`src/rtl/fa_lru_pkg.sv`:
```
package fa_lru_pkg;

  // Strobes from control to the entry datapath and statistics.
  typedef struct packed {
    logic promote;     // move targetIdx to rank 0
    logic writeTag;    // load tag into targetIdx, set valid
    logic clearValid;  // clear valid of targetIdx
    logic countAccess; // update statistics counters
  } ctrlStrobe_t;

endpackage

```
`src/rtl/fa_lru_ctrl.sv`:
```
module fa_lru_ctrl
  import fa_lru_pkg::*;
#(
  parameter int IDX_W = 3
) (
  input  logic             lookupValid,
  input  logic             lookupTouch,
  input  logic             insertValid,
  input  logic             invalValid,
  input  logic [IDX_W-1:0] invalIdx,
  input  logic             hit,
  input  logic [IDX_W-1:0] hitIdx,
  input  logic [IDX_W-1:0] victimIdx,
  output ctrlStrobe_t      strobe,
  output logic [IDX_W-1:0] targetIdx
);

  // Fixed priority: lookup, then insert, then invalidate.
  always_comb begin
    strobe    = '0;
    targetIdx = '0;
    if (lookupValid) begin
      strobe.countAccess = lookupTouch;
      strobe.promote     = lookupTouch && hit;
      targetIdx          = hitIdx;
    end else if (insertValid) begin
      strobe.writeTag = 1'b1;
      strobe.promote  = 1'b1;
      targetIdx       = victimIdx;
    end else if (invalValid) begin
      strobe.clearValid = 1'b1;
      targetIdx         = invalIdx;
    end
  end

endmodule

```
`src/rtl/fa_lru_datapath.sv`:
```
module fa_lru_datapath
  import fa_lru_pkg::*;
#(
  parameter int ENTRIES   = 8,
  parameter int BASE      = 2,
  parameter int TAG_W     = 14,
  parameter int IDX_W     = $clog2(ENTRIES),
  parameter int NUM_SIZES = $clog2(ENTRIES / BASE)
) (
  input  logic                 clk,
  input  logic                 rstN,
  input  logic                 lookupEn,
  input  logic [TAG_W-1:0]     lookupTag,
  input  logic [TAG_W-1:0]     insertTag,
  input  ctrlStrobe_t          strobe,
  input  logic [IDX_W-1:0]     targetIdx,
  output logic                 hit,
  output logic [IDX_W-1:0]     hitIdx,
  output logic [IDX_W-1:0]     hitRank,
  output logic [IDX_W-1:0]     victimIdx,
  output logic [NUM_SIZES-1:0] inMask
);

  localparam logic [IDX_W-1:0] LRU_RANK = IDX_W'(ENTRIES - 1);

  logic [TAG_W-1:0] tagQ  [ENTRIES];
  logic [IDX_W-1:0] rankQ [ENTRIES];
  logic [ENTRIES-1:0] validQ;
  logic [ENTRIES-1:0] matchVec;
  logic [IDX_W-1:0] promRank;
  logic anyMatch;
  logic freeFound;

  // Parallel tag compare.
  for (genvar i = 0; i < ENTRIES; i++) begin : g_match
    assign matchVec[i] = validQ[i] && (tagQ[i] == lookupTag);
  end

  always_comb begin
    anyMatch = 1'b0;
    hitIdx   = '0;
    for (int i = ENTRIES - 1; i >= 0; i--) begin
      if (matchVec[i]) begin
        anyMatch = 1'b1;
        hitIdx   = IDX_W'(i);
      end
    end
  end

  assign hit     = lookupEn && anyMatch;
  assign hitRank = rankQ[hitIdx];

  // Victim: lowest invalid entry, else the oldest entry.
  always_comb begin
    freeFound = 1'b0;
    victimIdx = '0;
    for (int i = ENTRIES - 1; i >= 0; i--) begin
      if (!validQ[i]) begin
        freeFound = 1'b1;
        victimIdx = IDX_W'(i);
      end
    end
    if (!freeFound) begin
      for (int i = 0; i < ENTRIES; i++) begin
        if (rankQ[i] == LRU_RANK) victimIdx = IDX_W'(i);
      end
    end
  end

  // Residency per nested size.
  for (genvar k = 0; k < NUM_SIZES; k++) begin : g_mask
    localparam int SIZE_K = BASE << k;
    assign inMask[k] = hit && (int'(hitRank) < SIZE_K);
  end

  assign promRank = rankQ[targetIdx];

  // Rank and tag state.
  for (genvar i = 0; i < ENTRIES; i++) begin : g_entry
    always_ff @(posedge clk) begin
      if (!rstN) begin
        rankQ[i]  <= IDX_W'(i);
        tagQ[i]   <= '0;
        validQ[i] <= 1'b0;
      end else begin
        if (strobe.promote) begin
          if (targetIdx == IDX_W'(i))  rankQ[i] <= '0;
          else if (rankQ[i] < promRank) rankQ[i] <= rankQ[i] + 1'b1;
        end
        if (strobe.writeTag && targetIdx == IDX_W'(i)) begin
          tagQ[i]   <= insertTag;
          validQ[i] <= 1'b1;
        end
        if (strobe.clearValid && targetIdx == IDX_W'(i)) validQ[i] <= 1'b0;
      end
    end
  end

endmodule

```
`src/rtl/fa_lru_stats.sv`:
```
module fa_lru_stats #(
  parameter int BASE       = 2,
  parameter int IDX_W      = 3,
  parameter int NUM_LEVELS = 3,
  parameter int CNT_W      = 16
) (
  input  logic                        clk,
  input  logic                        rstN,
  input  logic                        countAccess,
  input  logic                        hit,
  input  logic [IDX_W-1:0]            hitRank,
  output logic [NUM_LEVELS*CNT_W-1:0] hitCount,
  output logic [NUM_LEVELS*CNT_W-1:0] missCount,
  output logic [CNT_W-1:0]            accessCount
);

  logic [CNT_W-1:0] accQ;

  always_ff @(posedge clk) begin
    if (!rstN)            accQ <= '0;
    else if (countAccess) accQ <= accQ + 1'b1;
  end
  assign accessCount = accQ;

  for (genvar j = 0; j < NUM_LEVELS; j++) begin : g_level
    localparam int LEVEL_SIZE = BASE << j;
    logic [CNT_W-1:0] hitQ, missQ;
    always_ff @(posedge clk) begin
      if (!rstN) begin
        hitQ  <= '0;
        missQ <= '0;
      end else if (countAccess) begin
        if (hit && int'(hitRank) < LEVEL_SIZE) hitQ  <= hitQ + 1'b1;
        else                                   missQ <= missQ + 1'b1;
      end
    end
    assign hitCount[j*CNT_W +: CNT_W]  = hitQ;
    assign missCount[j*CNT_W +: CNT_W] = missQ;
  end

endmodule

```
`src/rtl/fa_lru_tags.sv`:
```
module fa_lru_tags
  import fa_lru_pkg::*;
#(
  parameter int ENTRIES = 8,
  parameter int BASE    = 2,
  parameter int ADDR_W  = 16,
  parameter int OFF_W   = 2,
  parameter int CNT_W   = 16
) (
  input  logic clk,
  input  logic rstN,
  input  logic lookupValid,
  input  logic lookupTouch,
  input  logic [ADDR_W-1:0] lookupAddr,
  input  logic insertValid,
  input  logic [ADDR_W-1:0] insertAddr,
  input  logic invalValid,
  input  logic [$clog2(ENTRIES)-1:0] invalIdx,
  output logic hit,
  output logic [$clog2(ENTRIES)-1:0] hitIdx,
  output logic [$clog2(ENTRIES/BASE)-1:0] inMask,
  output logic [$clog2(ENTRIES)-1:0] victimIdx,
  output logic [($clog2(ENTRIES/BASE)+1)*CNT_W-1:0] hitCount,
  output logic [($clog2(ENTRIES/BASE)+1)*CNT_W-1:0] missCount,
  output logic [CNT_W-1:0] accessCount
);

  localparam int IDX_W      = $clog2(ENTRIES);
  localparam int NUM_SIZES  = $clog2(ENTRIES / BASE);
  localparam int NUM_LEVELS = NUM_SIZES + 1;
  localparam int TAG_W      = ADDR_W - OFF_W;

  ctrlStrobe_t      strobe;
  logic [IDX_W-1:0] targetIdx;
  logic [IDX_W-1:0] hitRank;

  fa_lru_ctrl #(.IDX_W(IDX_W)) ctrl_i (
    .lookupValid (lookupValid),
    .lookupTouch (lookupTouch),
    .insertValid (insertValid),
    .invalValid  (invalValid),
    .invalIdx    (invalIdx),
    .hit         (hit),
    .hitIdx      (hitIdx),
    .victimIdx   (victimIdx),
    .strobe      (strobe),
    .targetIdx   (targetIdx)
  );

  fa_lru_datapath #(
    .ENTRIES(ENTRIES), .BASE(BASE), .TAG_W(TAG_W),
    .IDX_W(IDX_W), .NUM_SIZES(NUM_SIZES)
  ) dp_i (
    .clk       (clk),
    .rstN      (rstN),
    .lookupEn  (lookupValid),
    .lookupTag (lookupAddr[ADDR_W-1:OFF_W]),
    .insertTag (insertAddr[ADDR_W-1:OFF_W]),
    .strobe    (strobe),
    .targetIdx (targetIdx),
    .hit       (hit),
    .hitIdx    (hitIdx),
    .hitRank   (hitRank),
    .victimIdx (victimIdx),
    .inMask    (inMask)
  );

  fa_lru_stats #(
    .BASE(BASE), .IDX_W(IDX_W), .NUM_LEVELS(NUM_LEVELS), .CNT_W(CNT_W)
  ) stats_i (
    .clk         (clk),
    .rstN        (rstN),
    .countAccess (strobe.countAccess),
    .hit         (hit),
    .hitRank     (hitRank),
    .hitCount    (hitCount),
    .missCount   (missCount),
    .accessCount (accessCount)
  );

endmodule

```
`config.mk`:
```
export PLATFORM = sky130hd
export DESIGN_NAME = fa_lru_tags
export DESIGN_NICKNAME = d
export VERILOG_FILES = /design/src/rtl/fa_lru_pkg.sv /design/src/rtl/fa_lru_ctrl.sv /design/src/rtl/fa_lru_datapath.sv /design/src/rtl/fa_lru_stats.sv /design/src/rtl/fa_lru_tags.sv
export SDC_FILE = /design/constraint.sdc
export NUM_CORES = 1
export LEC_CHECK = 0
export BUFFER_PORTS_ARGS = -buffer_cell sky130_fd_sc_hd__buf_2
export CAP_MARGIN = 25
export CORE_AREA = 2 2 195 197
export DETAILED_ROUTE_END_ITERATION = 16
export DIE_AREA = 0 0 197 199
export PLACE_DENSITY = 0.57
export SLEW_MARGIN = 15
export SYNTH_ARGS = -nofsm -noshare
export SYNTH_HDL_FRONTEND = slang
export SYNTH_SLANG_ARGS = --single-unit
```
`constraint.sdc`:
```
create_clock -name clk -period 4.4 [get_ports clk]
set_input_delay 0.22 -clock clk [delete_from_list [all_inputs] [get_ports clk]]
set_output_delay 0.22 -clock clk [all_outputs]
set_load 0.1 [all_outputs]
```
==> flow_metrics.py, run 1 <==
metrics = {
    "status": {
        "status": "finished clean",
    },
    "run": {
        "maxCapViolations": 0,
    },
    "synth": {
        "synthAdderAreaFrac": 0.0306,
        "synth-seq-cells": 256,
        "synth_edf_count": 136,
        "netlist-cell-type-count": 69,
        "syn_area_per_cell_um2": 9.80,
        "synth_flop_cell": "edfxtp_1",
        "synth_common_cells": "edfxtp_1, xnor2_1, dfxtp_1, and2_1, nand2_1",
        "yosys.area_share.simple": 0.231,
        "synth.most_common_cell": "edfxtp_1",
        "synth_xor_xnor_area_share": 0.0923,
        "synth_top_family_by_area": "simple AND/OR/NAND/NOR gates",
        "synth-compound-area-share": 0.137,
        "synth_top_cells_by_area": "edfxtp_1, dfxtp_1, xnor2_1",
        "ys_warn_count": 0,
        "synthCells": 1461,
        "synth_top_cell_by_area": "edfxtp_1",
        "syn_area_um2": 14300,
        "seq_area_frac_synth": 0.453,
        "synthMuxAreaShare": 0.0186,
        "synth_top_cell_area_share": 0.285,
        "syn_nets": 1533,
        "ys_async_sr_fraction": 0,
    },
    "sta": {
        "hold_violations": 0,
        "fin_skew_ns": 0.0141,
        "setup_violations": 0,
        "worstMarginPinSlew_ns": 1.04,
        "slew_violations": 0,
        "hold_slack_ns": 0.128,
        "fmax_mhz": 236,
        "post-route-period-util": 0.962,
        "max_slew_margin": 0.299,
        "period_minus_slack_ns": 4.23,
    },
    "pwr": {
        "ir_drop_mv": 0.339,
        "powerDensity_nw_per_um2": 341,
        "p_leak_nw": 6.33,
    },
    "drt": {
        "viasPerCell": 5.65,
        "route.antenna.remaining_nets": 0,
        "vias": 12221,
        "drc": 0,
        "routedWlPerCell_um": 19.7,
        "drt_pass1_iterations": 6,
        "finalWirelength_um": 42500,
        "first_iter_violations": 953,
    },
    "cells_and_area": {
        "synthToLayoutAreaGrowth_pct": 19.9,
        "fillCellCount": 3616,
        "multi_input_area_um2": 7430,
        "drive_gt1_frac": 0.203,
        "nets": 1735,
        "final_cells": 2163,
        "seqCellArea_um2": 6490,
    },
    "die": {
        "die_w_um": 197,
        "die-height_um": 199,
        "dieArea_um2": 39200,
        "ios": 162,
        "coreArea_um2": 37100,
        "rows": 71,
        "initial_utilization": 0.386,
    },
    "placed_design": {
        "dp_hpwl_um": 30400,
        "place_inst": 2104,
        "gp_congestion": 0.882,
        "port_buffers": 157,
    },
    "critical_path": {
        "reg2reg_depth": 13,
        "rr_startpoint": "dp_i.rankQ[6][1]",
        "crit_fanout": 3,
        "required_ns": 4.18,
        "max_stage_delay_ns": 0.60,
        "worstSetupPathType": "reg2out",
        "end_kind": "output port",
        "critPathSlowestCell": "or4_1",
        "reg2reg_slack_ns": 0.25,
        "rr_endpoint": "dp_i.rankQ[7][2]",
        "critPathArrivalTime_ns": 4.01,
        "crit_chain": "xnor2_1 -> nand4_1 -> or4_1 -> a211oi_2 -> o41ai_2 -> buf_4 -> mux2i_1 -> mux2i_1 -> a2111oi_1 -> buf_4 -> and2_2 -> buf_12",
        "start_kind": "register",
    },
    "cts": {
        "cts_tree": "yes",
        "clock-sinks": 256,
        "cts_buffer_depth": 3,
        "cts_max_level": 1,
        "root_buffer": "clkbuf_16",
        "cts_buffers": 30,
        "clk_latency_ns": 0.57,
        "hold_buffers": 0,
        "clkTransAtPathRegs_ns": 0.06,
    },
    "min_path": {
        "hold_class": "in2reg",
        "hold_path_end": "dp_i.tagQ[1][23]",
        "worstHoldStart": "insertAddr[11]",
        "holdPathStages": 2,
    },
    "global_route": {
        "grt_use_met2": 0.347,
        "grt_util_met3": 0.0288,
        "use_met1": 0.284,
        "grt_first_pass_wirelength_um": 64700,
        "first_global_vias": 11368,
        "antenna_found_initial": 2,
        "grtUsageTotal": 0.212,
        "grt-busiest-layer": "met2",
        "grt_max_degree": 91,
        "overflow": 0,
    },
}
[what timing repair did]
item	4_1_cts	5_1_grt
resized for setup	0	6
setup endpoints to repair	0	29
setup buffers	0	1
[cell usage in the layout, fill, tap and decap left out, types with 6 or more instances in the layout]
master	count
a2111oi_0	12
a211oi_1	12
a21oi_1	65
a31o_2	7
and2_1	118
and3_1	23
buf_2	155
buf_4	84
clkbuf_1	6
clkbuf_16	32
clkbuf_8	7
dfxtp_1	120
edfxtp_1	136
ha_1	31
inv_1	36
mux2i_1	24
nand2_1	96
nand2b_1	29
nand3_1	62
nand4_1	72
nor2_1	89
nor3_1	18
nor4_1	24
o21ai_0	49
o21ai_1	12
o21bai_1	8
o311ai_1	16
o31ai_1	24
o41ai_1	10
o41ai_2	7
or3_1	27
or4_1	24
xnor2_1	122
xor2_1	25
[cell families after synthesis]
logic type | after synthesis
AND/OR/NAND/NOR | 603
AO/OA/AOI/OAI | 278
flip-flops | 256
XOR/XNOR | 151
buffers and inverters | 111
adder cells (fa/ha/maj) | 36
multiplexers | 26
[worst max path at each step]
stage	startpoint	cells after the start	endpoint
final	dp_i.tagQ[1][41]	12	inMask[0]
after global placement	dp_i.rankQ[6][1]	13	dp_i.rankQ[7][2]
after CTS	dp_i.rankQ[6][1]	13	dp_i.rankQ[7][2]
after floorplan	dp_i.tagQ[0][34]	10	inMask[0]
after detailed placement	dp_i.rankQ[6][1]	13	dp_i.rankQ[7][2]
after global routing	dp_i.tagQ[1][41]	12	inMask[0]
[power breakdown]
part	internal, W	switching (W)	total (W)
combinational	0.000249	0.000431	0.000681
clock	0.00150	0.00101	0.00252
sequential	0.00260	0.0000560	0.00265
total	0.00435	0.00150	0.00585
[cell type report]
type,instances,area share
repair buffers,244,0.0877
diodes,2,0.000291
well taps,474,0.0345
flip-flops and latches,256,0.378
multi-input cells,1094,0.433
clock buffers,45,0.0536
clock inverters,11,0.00539
inverters,37,0.00809
[layer usage]
| metal | share of wire | vias up |
|---|---|---|
| met5 | 0 | - |
| met4 | 0.037 | 0 |
| met3 | 0.053 | 89 |
| met2 | 0.47 | 364 |
| met1 | 0.44 | 5927 |
| li1 | - | 5841 |
[flip-flops by register name, summed over array words and instances, names as in the netlist]
signal,cells
stats_i.g_level.hitQ,48
dp_i.tagQ,112
stats_i.g_level.missQ,48
stats_i.accessCount,16
dp_i.validQ,8
dp_i.rankQ,24
[metrics by stage]
stage               setup slack [ns]  power, W  TNS [ns]   util  cell area, µm²
finish                         0.166   0.00585         0  0.462           17200
global route                  -0.181   0.00606    -0.182  0.462           17200
CTS                           0.0530   0.00589         0  0.461           17100
detailed placement            0.0715   0.00337         0  0.434           16100
global placement               0.145   0.00336         0  0.434           16100
floorplan                      -3.96   0.00314     -7.04      -           14400
[worst max-delay path: cells and delay by family, from the launching register on]
kind	cells	cell delay, ns
xor gates and xnor gates	1	0.21
and+or+nand+nor	3	0.92
AOI/OAI and AO/OA	3	0.91
buffers and inverters	3	0.57
muxes	2	0.45
DFF	1	0.40
Note: power is estimated with default switching activity, not from simulation.
==> run 2, diff against run 1 <==
--- a/config.mk
+++ b/config.mk
@@ -5,12 +5,12 @@
 export SDC_FILE = /design/constraint.sdc
 export NUM_CORES = 1
 export LEC_CHECK = 0
-export BUFFER_PORTS_ARGS = -buffer_cell sky130_fd_sc_hd__buf_2
 export CAP_MARGIN = 25
 export CORE_AREA = 2 2 195 197
 export DETAILED_ROUTE_END_ITERATION = 16
 export DIE_AREA = 0 0 197 199
-export PLACE_DENSITY = 0.57
+export DONT_BUFFER_PORTS = 1
+export PLACE_DENSITY = 0.53
 export SLEW_MARGIN = 15
 export SYNTH_ARGS = -nofsm -noshare
 export SYNTH_HDL_FRONTEND = slang
==> run 2 against run 1 <==
Compared with the run above:
- setup slack better by 0.035 ns
- largest power group unchanged
- non-clock buffer count fell by 91
- count of clock-buffer cells in the layout unchanged
- flip-flop and latch count stayed put
- via count shrank 3.8%
- sequential share of layout area is 0.17 points higher
- utilization shrank 0.21 points
==> flow_metrics.py, run 2 (synthesized netlist as in run 1, its figures left out) <==
metrics = {
    "drt": {
        "finalWirelength_um": 43300,
        "drt_pass1_iterations": 5,
        "routedWlPerCell_um": 20.9,
        "vias": 11756,
        "viasPerCell": 5.68,
        "route.antenna.remaining_nets": 0,
        "first_iter_violations": 870,
        "drc": 0,
    },
    "cells_and_area": {
        "final_cell_mix": "edfxtp_1, xnor2_1, dfxtp_1, and2_1, buf_4",
        "largest_register_ffs": 112,
        "nets": 1644,
        "regMostFlops": "dp_i.tagQ",
        "synthToLayoutAreaGrowth_pct": 19.4,
        "final_cells": 2070,
        "drive_gt1_frac": 0.136,
        "final_common_cell": "edfxtp_1",
        "top_regs": "dp_i.tagQ (112), stats_i.g_level.hitQ (48), stats_i.g_level.missQ (48)",
        "fillCellCount": 3556,
    },
    "cts": {
        "cts_max_level": 1,
        "postCtsSetupBuffers": 0,
        "cts_tree": "yes",
        "clk_latency_ns": 0.57,
        "clkTransAtPathRegs_ns": 0.06,
        "cts_buffers": 30,
        "cts_buffer_depth": 3,
        "root_buffer": "clkbuf_16",
        "clock-sinks": 256,
    },
    "sta": {
        "slew_violations": 0,
        "setup_tns_ns": 0,
        "setup_violations": 0,
        "rsz0062_at_grt": "no",
        "postLayoutSetupSlackWorst_ns": 0.201,
        "fin_skew_ns": 0.0160,
        "hold_violations": 0,
        "post-route-period-util": 0.954,
        "worstMarginPinSlew_ns": 1.11,
        "fmax_mhz": 238,
        "max_slew_margin": 0.258,
        "period_minus_slack_ns": 4.20,
    },
    "min_path": {
        "worstHoldStart": "rstN",
        "hold_class": "in2reg",
    },
    "pwr": {
        "ir_drop_mv": 0.283,
        "p_leak_nw": 5.88,
        "powerDensity_nw_per_um2": 331,
    },
    "critical_path": {
        "path_delay_family": "simple AND/OR/NAND/NOR gates",
        "required_ns": 4.18,
        "crit_buf_inv": 2,
        "max_stage_delay_ns": 0.56,
        "startpoint": "dp_i.tagQ[0][53]",
        "worstSetupPathType": "reg2out",
        "critPathSlowestCell": "nor4_4",
        "crit_top_cell": "mux2i_1",
        "rr_startpoint": "dp_i.tagQ[1][30]",
        "crit_chain": "xnor2_1 -> nand4_1 -> nor4_4 -> a211oi_2 -> o41ai_2 -> buf_4 -> mux2i_1 -> mux2i_1 -> a2111oi_4 -> and2_2 -> buf_12",
        "crit_fanout": 5,
        "critPathArrivalTime_ns": 3.98,
        "start_kind": "register",
        "end_kind": "output port",
    },
    "die": {
        "die-height_um": 199,
        "initial_utilization": 0.386,
        "ios": 162,
        "rows": 71,
        "die_w_um": 197,
        "dieArea_um2": 39200,
        "coreArea_um2": 37100,
    },
    "global_route": {
        "grt_first_pass_wirelength_um": 65700,
        "use_met1": 0.287,
        "grtUsageTotal": 0.217,
        "grt_use_met2": 0.355,
        "grt_util_met3": 0.0468,
        "overflow": 0,
        "antenna_found_initial": 2,
        "grt-busiest-layer": "met2",
        "first_global_vias": 11038,
        "grt_max_degree": 92,
    },
    "placed_design": {
        "port_buffers": 0,
        "place_inst": 1980,
        "gp_congestion": 0.909,
        "dp_hpwl_um": 30300,
        "dp_worst_setup_slack_ns": 0.108,
    },
    "status": {
        "status": "finished clean",
    },
    "run": {
        "maxCapViolations": 0,
    },
}
-- run 2: cell types whose count changed in the layout (fill, tap and decap cells not counted), sizes merged --
cell | before | now
clkinvlp | 1 | 0
diode | 2 | 1
inv | 40 | 37
dlygate4sd3 | 0 | 17
clkbuf | 45 | 53
buf | 244 | 128
clkinv | 6 | 9
-- run 2: timing repair --
action | in CTS | in global routing
hold buffers | 17 | 1
resized for setup | 0 | 10
hold endpoints to repair | 157 | 6
endpoints found under the setup margin | 0 | 36
-- run 2: layout make-up --
class                      count  area, µm²  share of cell area
multi-input combinational   1094       7460               0.436
sequential                   256       6490               0.379
tap                          474        593              0.0347
timing repair buffer         153       1480              0.0867
clock inverter                10       66.3             0.00388
antenna                        1       2.50            0.000146
clock buffer                  45        870              0.0509
inverter                      37        139             0.00812
-- run 2: metrics by stage --
step | cell area (µm²) | util | hold WS (ns) | power (W)
finish | 17100 | 0.460 | 0.0294 | 0.00566
global route | 17100 | 0.460 | 0.00958 | 0.00588
CTS | 16800 | 0.452 | 0.00446 | 0.00570
detailed placement | 15600 | 0.421 | 0.360 | 0.00325
global placement | 15500 | 0.417 | 0.358 | 0.00324
floorplan | 14400 | - | 0.418 | 0.00314
-- run 2: layer usage --
layer | up-vias | part of all wire
met5 | - | 0.00030
met1 | 5646 | 0.43
li1 | 5662 | -
met4 | 2 | 0.031
met2 | 366 | 0.47
met3 | 80 | 0.073
-- run 2: power breakdown --
group          total (W)  switching [W]  internal (W)
logic           0.000613       0.000375      0.000238
registers        0.00266      0.0000599       0.00260
clock network    0.00239       0.000980       0.00141
-- run 2: final timing paths --
| path | end | slack [ns] | cells past startpoint |
|---|---|---|---|
| worst max-delay path | inMask[0] | 0.20 | 11 |
| worst min-delay path | dp_i.rankQ[7][0] | 0.03 | 2 |
| worst max register to register | dp_i.rankQ[2][0] | 0.23 | 15 |
| worst min register to register | stats_i.g_level[0].hitQ[0] | 0.49 | 2 |
==> run 3, diff against run 2 <==
--- a/config.mk
+++ b/config.mk
@@ -6,11 +6,14 @@
 export NUM_CORES = 1
 export LEC_CHECK = 0
 export CAP_MARGIN = 25
-export CORE_AREA = 2 2 195 197
+export CELL_PAD_IN_SITES_DETAIL_PLACEMENT = 2
+export CELL_PAD_IN_SITES_GLOBAL_PLACEMENT = 2
+export CORE_AREA = 2 2 200 202
 export DETAILED_ROUTE_END_ITERATION = 16
-export DIE_AREA = 0 0 197 199
+export DIE_AREA = 0 0 202 204
 export DONT_BUFFER_PORTS = 1
-export PLACE_DENSITY = 0.53
+export HOLD_SLACK_MARGIN = 0.1
+export PLACE_DENSITY_LB_ADDON = 0.1
 export SLEW_MARGIN = 15
 export SYNTH_ARGS = -nofsm -noshare
 export SYNTH_HDL_FRONTEND = slang
==> run 3 against run 2 <==
Compared with the run above:
- routed wire length is 21% higher
- power is 8.1% higher
- final area is 2.7% higher
- setup slack worse by 0.088 ns
- clock skew is 0.0025 ns lower
- via count is 4.8% higher
- non-clock buffer count is 18 higher
- critical path type is now reg2reg
==> flow_metrics.py, run 3 (synthesized netlist as in run 1, its figures left out) <==
metrics = {
    "cts": {
        "cts_tree": "yes",
        "clock-sinks": 256,
        "cts_buffers": 31,
        "cts_buffer_depth": 3,
        "clk_latency_ns": 0.60,
        "root_buffer": "clkbuf_16",
        "cts_max_level": 1,
        "clkTransAtPathRegs_ns": 0.06,
    },
    "critical_path": {
        "reg2reg_slack_ns": 0.11,
        "critPathSlowestCell": "or4_1",
        "max_stage_delay_ns": 0.68,
        "crit_fanout": 10,
        "crit_top_cell": "buf_4",
        "crit_buf_inv": 2,
        "critPathArrivalTime_ns": 4.60,
        "path_delay_family": "simple AND/OR/NAND/NOR gates",
        "required_ns": 4.71,
        "crit_chain": "xnor2_1 -> nand4_1 -> or4_1 -> nor2_1 -> o31ai_1 -> buf_4 -> and2_2 -> nand2b_1 -> o21ai_0 -> a21oi_1 -> o22ai_2 -> buf_4 -> ha_1 -> a2111oi_0 -> o21ai_1",
        "end_kind": "register",
        "worstSetupPathType": "reg2reg",
        "start_kind": "register",
    },
    "cells_and_area": {
        "final_common_cell": "edfxtp_1",
        "synthToLayoutAreaGrowth_pct": 22.6,
        "nets": 1663,
        "largest_register_ffs": 112,
        "top_regs": "dp_i.tagQ (112), stats_i.g_level.hitQ (48), stats_i.g_level.missQ (48)",
        "postLayoutCellArea_um2": 17600,
        "drive_gt1_frac": 0.155,
        "regMostFlops": "dp_i.tagQ",
        "final_cells": 2142,
        "final_cell_mix": "edfxtp_1, xnor2_1, dfxtp_1, and2_1, buf_4",
    },
    "die": {
        "ios": 162,
        "rows": 73,
        "die_w_um": 202,
        "dieArea_um2": 41200,
        "initial_utilization": 0.366,
        "die-height_um": 204,
        "coreArea_um2": 39200,
    },
    "pwr": {
        "p_total_w": 0.00612,
        "ir_drop_mv": 0.375,
        "p_leak_nw": 6.06,
        "powerDensity_nw_per_um2": 348,
    },
    "sta": {
        "fmax_mhz": 233,
        "period_minus_slack_ns": 4.29,
        "hold_violations": 0,
        "fin_skew_ns": 0.0136,
        "slew_violations": 0,
        "hold_slack_ns": 0.160,
        "worstMarginPinSlew_ns": 1.13,
        "post-route-period-util": 0.974,
        "max_slew_margin": 0.245,
        "setup_violations": 0,
        "postLayoutSetupSlackWorst_ns": 0.113,
    },
    "placed_design": {
        "postPlaceCellArea_um2": 15800,
        "place_inst": 2039,
        "dp_worst_setup_slack_ns": 0.0118,
        "dp_hpwl_um": 36200,
        "port_buffers": 0,
        "gp_congestion": 0.831,
    },
    "global_route": {
        "first_global_vias": 13090,
        "grt_first_pass_wirelength_um": 79000,
        "grtUsageTotal": 0.247,
        "grt_max_degree": 78,
        "overflow": 0,
        "antenna_found_initial": 3,
    },
    "drt": {
        "vias": 12321,
        "routedWlPerCell_um": 24.4,
        "first_iter_violations": 571,
        "route.antenna.remaining_nets": 0,
        "drc": 0,
        "finalWirelength_um": 52300,
        "drt_pass1_iterations": 5,
        "viasPerCell": 5.75,
    },
    "min_path": {
        "hold_class": "in2reg",
    },
    "run": {
        "maxCapViolations": 0,
    },
    "status": {
        "status": "finished clean",
    },
}
==> run 3: cell count changes in the layout (fill, tap and decap cells not counted), moves of 3 or more <==
cell,change
buf_4,+11
bufinv_16,+4
clkbuf_8,+3
clkinv_1,-4
clkinv_2,+4
dlygate4sd3_1,+3
==> run 3: report_power, final <==
group | internal, W | switching [W] | leakage [nW]
sequential | 0.00260 | 0.0000590 | 2.28
clock | 0.00171 | 0.00109 | 0.542
combinational | 0.000245 | 0.000421 | 3.23
total | 0.00455 | 0.00157 | 6.06
==> run 3: final timing paths <==
kind / startpoint / endpoint / cells past startpoint
worst max-delay path: dp_i.tagQ[1][5] / dp_i.rankQ[4][2] / 15
worst min register to register: stats_i.g_level[1].hitQ[0] / stats_i.g_level[1].hitQ[0] / 2
worst min-delay path: rstN / dp_i.rankQ[5][2] / 3
worst max register to register: dp_i.tagQ[1][5] / dp_i.rankQ[4][2] / 15
==> run 3: per-stage QoR <==
| step | setup TNS, ns | utilization |
|---|---|---|
| finish | 0 | 0.448 |
| global route | -0.00960 | 0.448 |
| CTS | 0 | 0.437 |
| detailed placement | 0 | 0.403 |
| global placement | 0 | 0.398 |
| floorplan | -7.04 | - |
==> run 3: worst register-to-register path, cell delays in order, from the launching register on <==
cell and delay, ns:
edfxtp_1 0.40, xnor2_1 0.30, nand4_1 0.13, or4_1 0.68, nor2_1 0.25, o31ai_1 0.09, buf_4 0.17, and2_2 0.26
nand2b_1 0.14, o21ai_0 0.08, a21oi_1 0.20, o22ai_2 0.13, buf_4 0.20, ha_1 0.28, a2111oi_0 0.49, o21ai_1 0.19
==> run 3: area by class of cell <==
| type | count | area [µm²] |
|---|---|---|
| Clock buffer | 43 | 892 |
| Antenna cell | 1 | 2.50 |
| Inverter | 37 | 140 |
| Timing Repair Buffer | 171 | 1650 |
| Fill cell | 4136 | 21600 |
| Sequential cell | 256 | 6490 |
| Tap cell | 525 | 657 |
| Multi-Input combinational cell | 1094 | 7510 |
| Clock inverter | 15 | 214 |
==> run 3: repair_timing <==
| item | in CTS | in global routing |
|---|---|---|
| pin swaps | 0 | 3 |
| hold buffers | 21 | 0 |
| hold endpoints to repair | 240 | 0 |
| gates resized for setup | 1 | 17 |
| buffers inserted | 0 | 1 |
| endpoints found under the setup margin | 1 | 40 |
==> run 3: routing by layer <==
metal / up-vias / global-route usage / share of wire
met5: - / 0 / 0.00025
met4: 2 / 0.0714 / 0.023
met3: 70 / 0.0464 / 0.050
met2: 242 / 0.419 / 0.48
met1: 6324 / 0.321 / 0.45
li1: 5683 / - / -
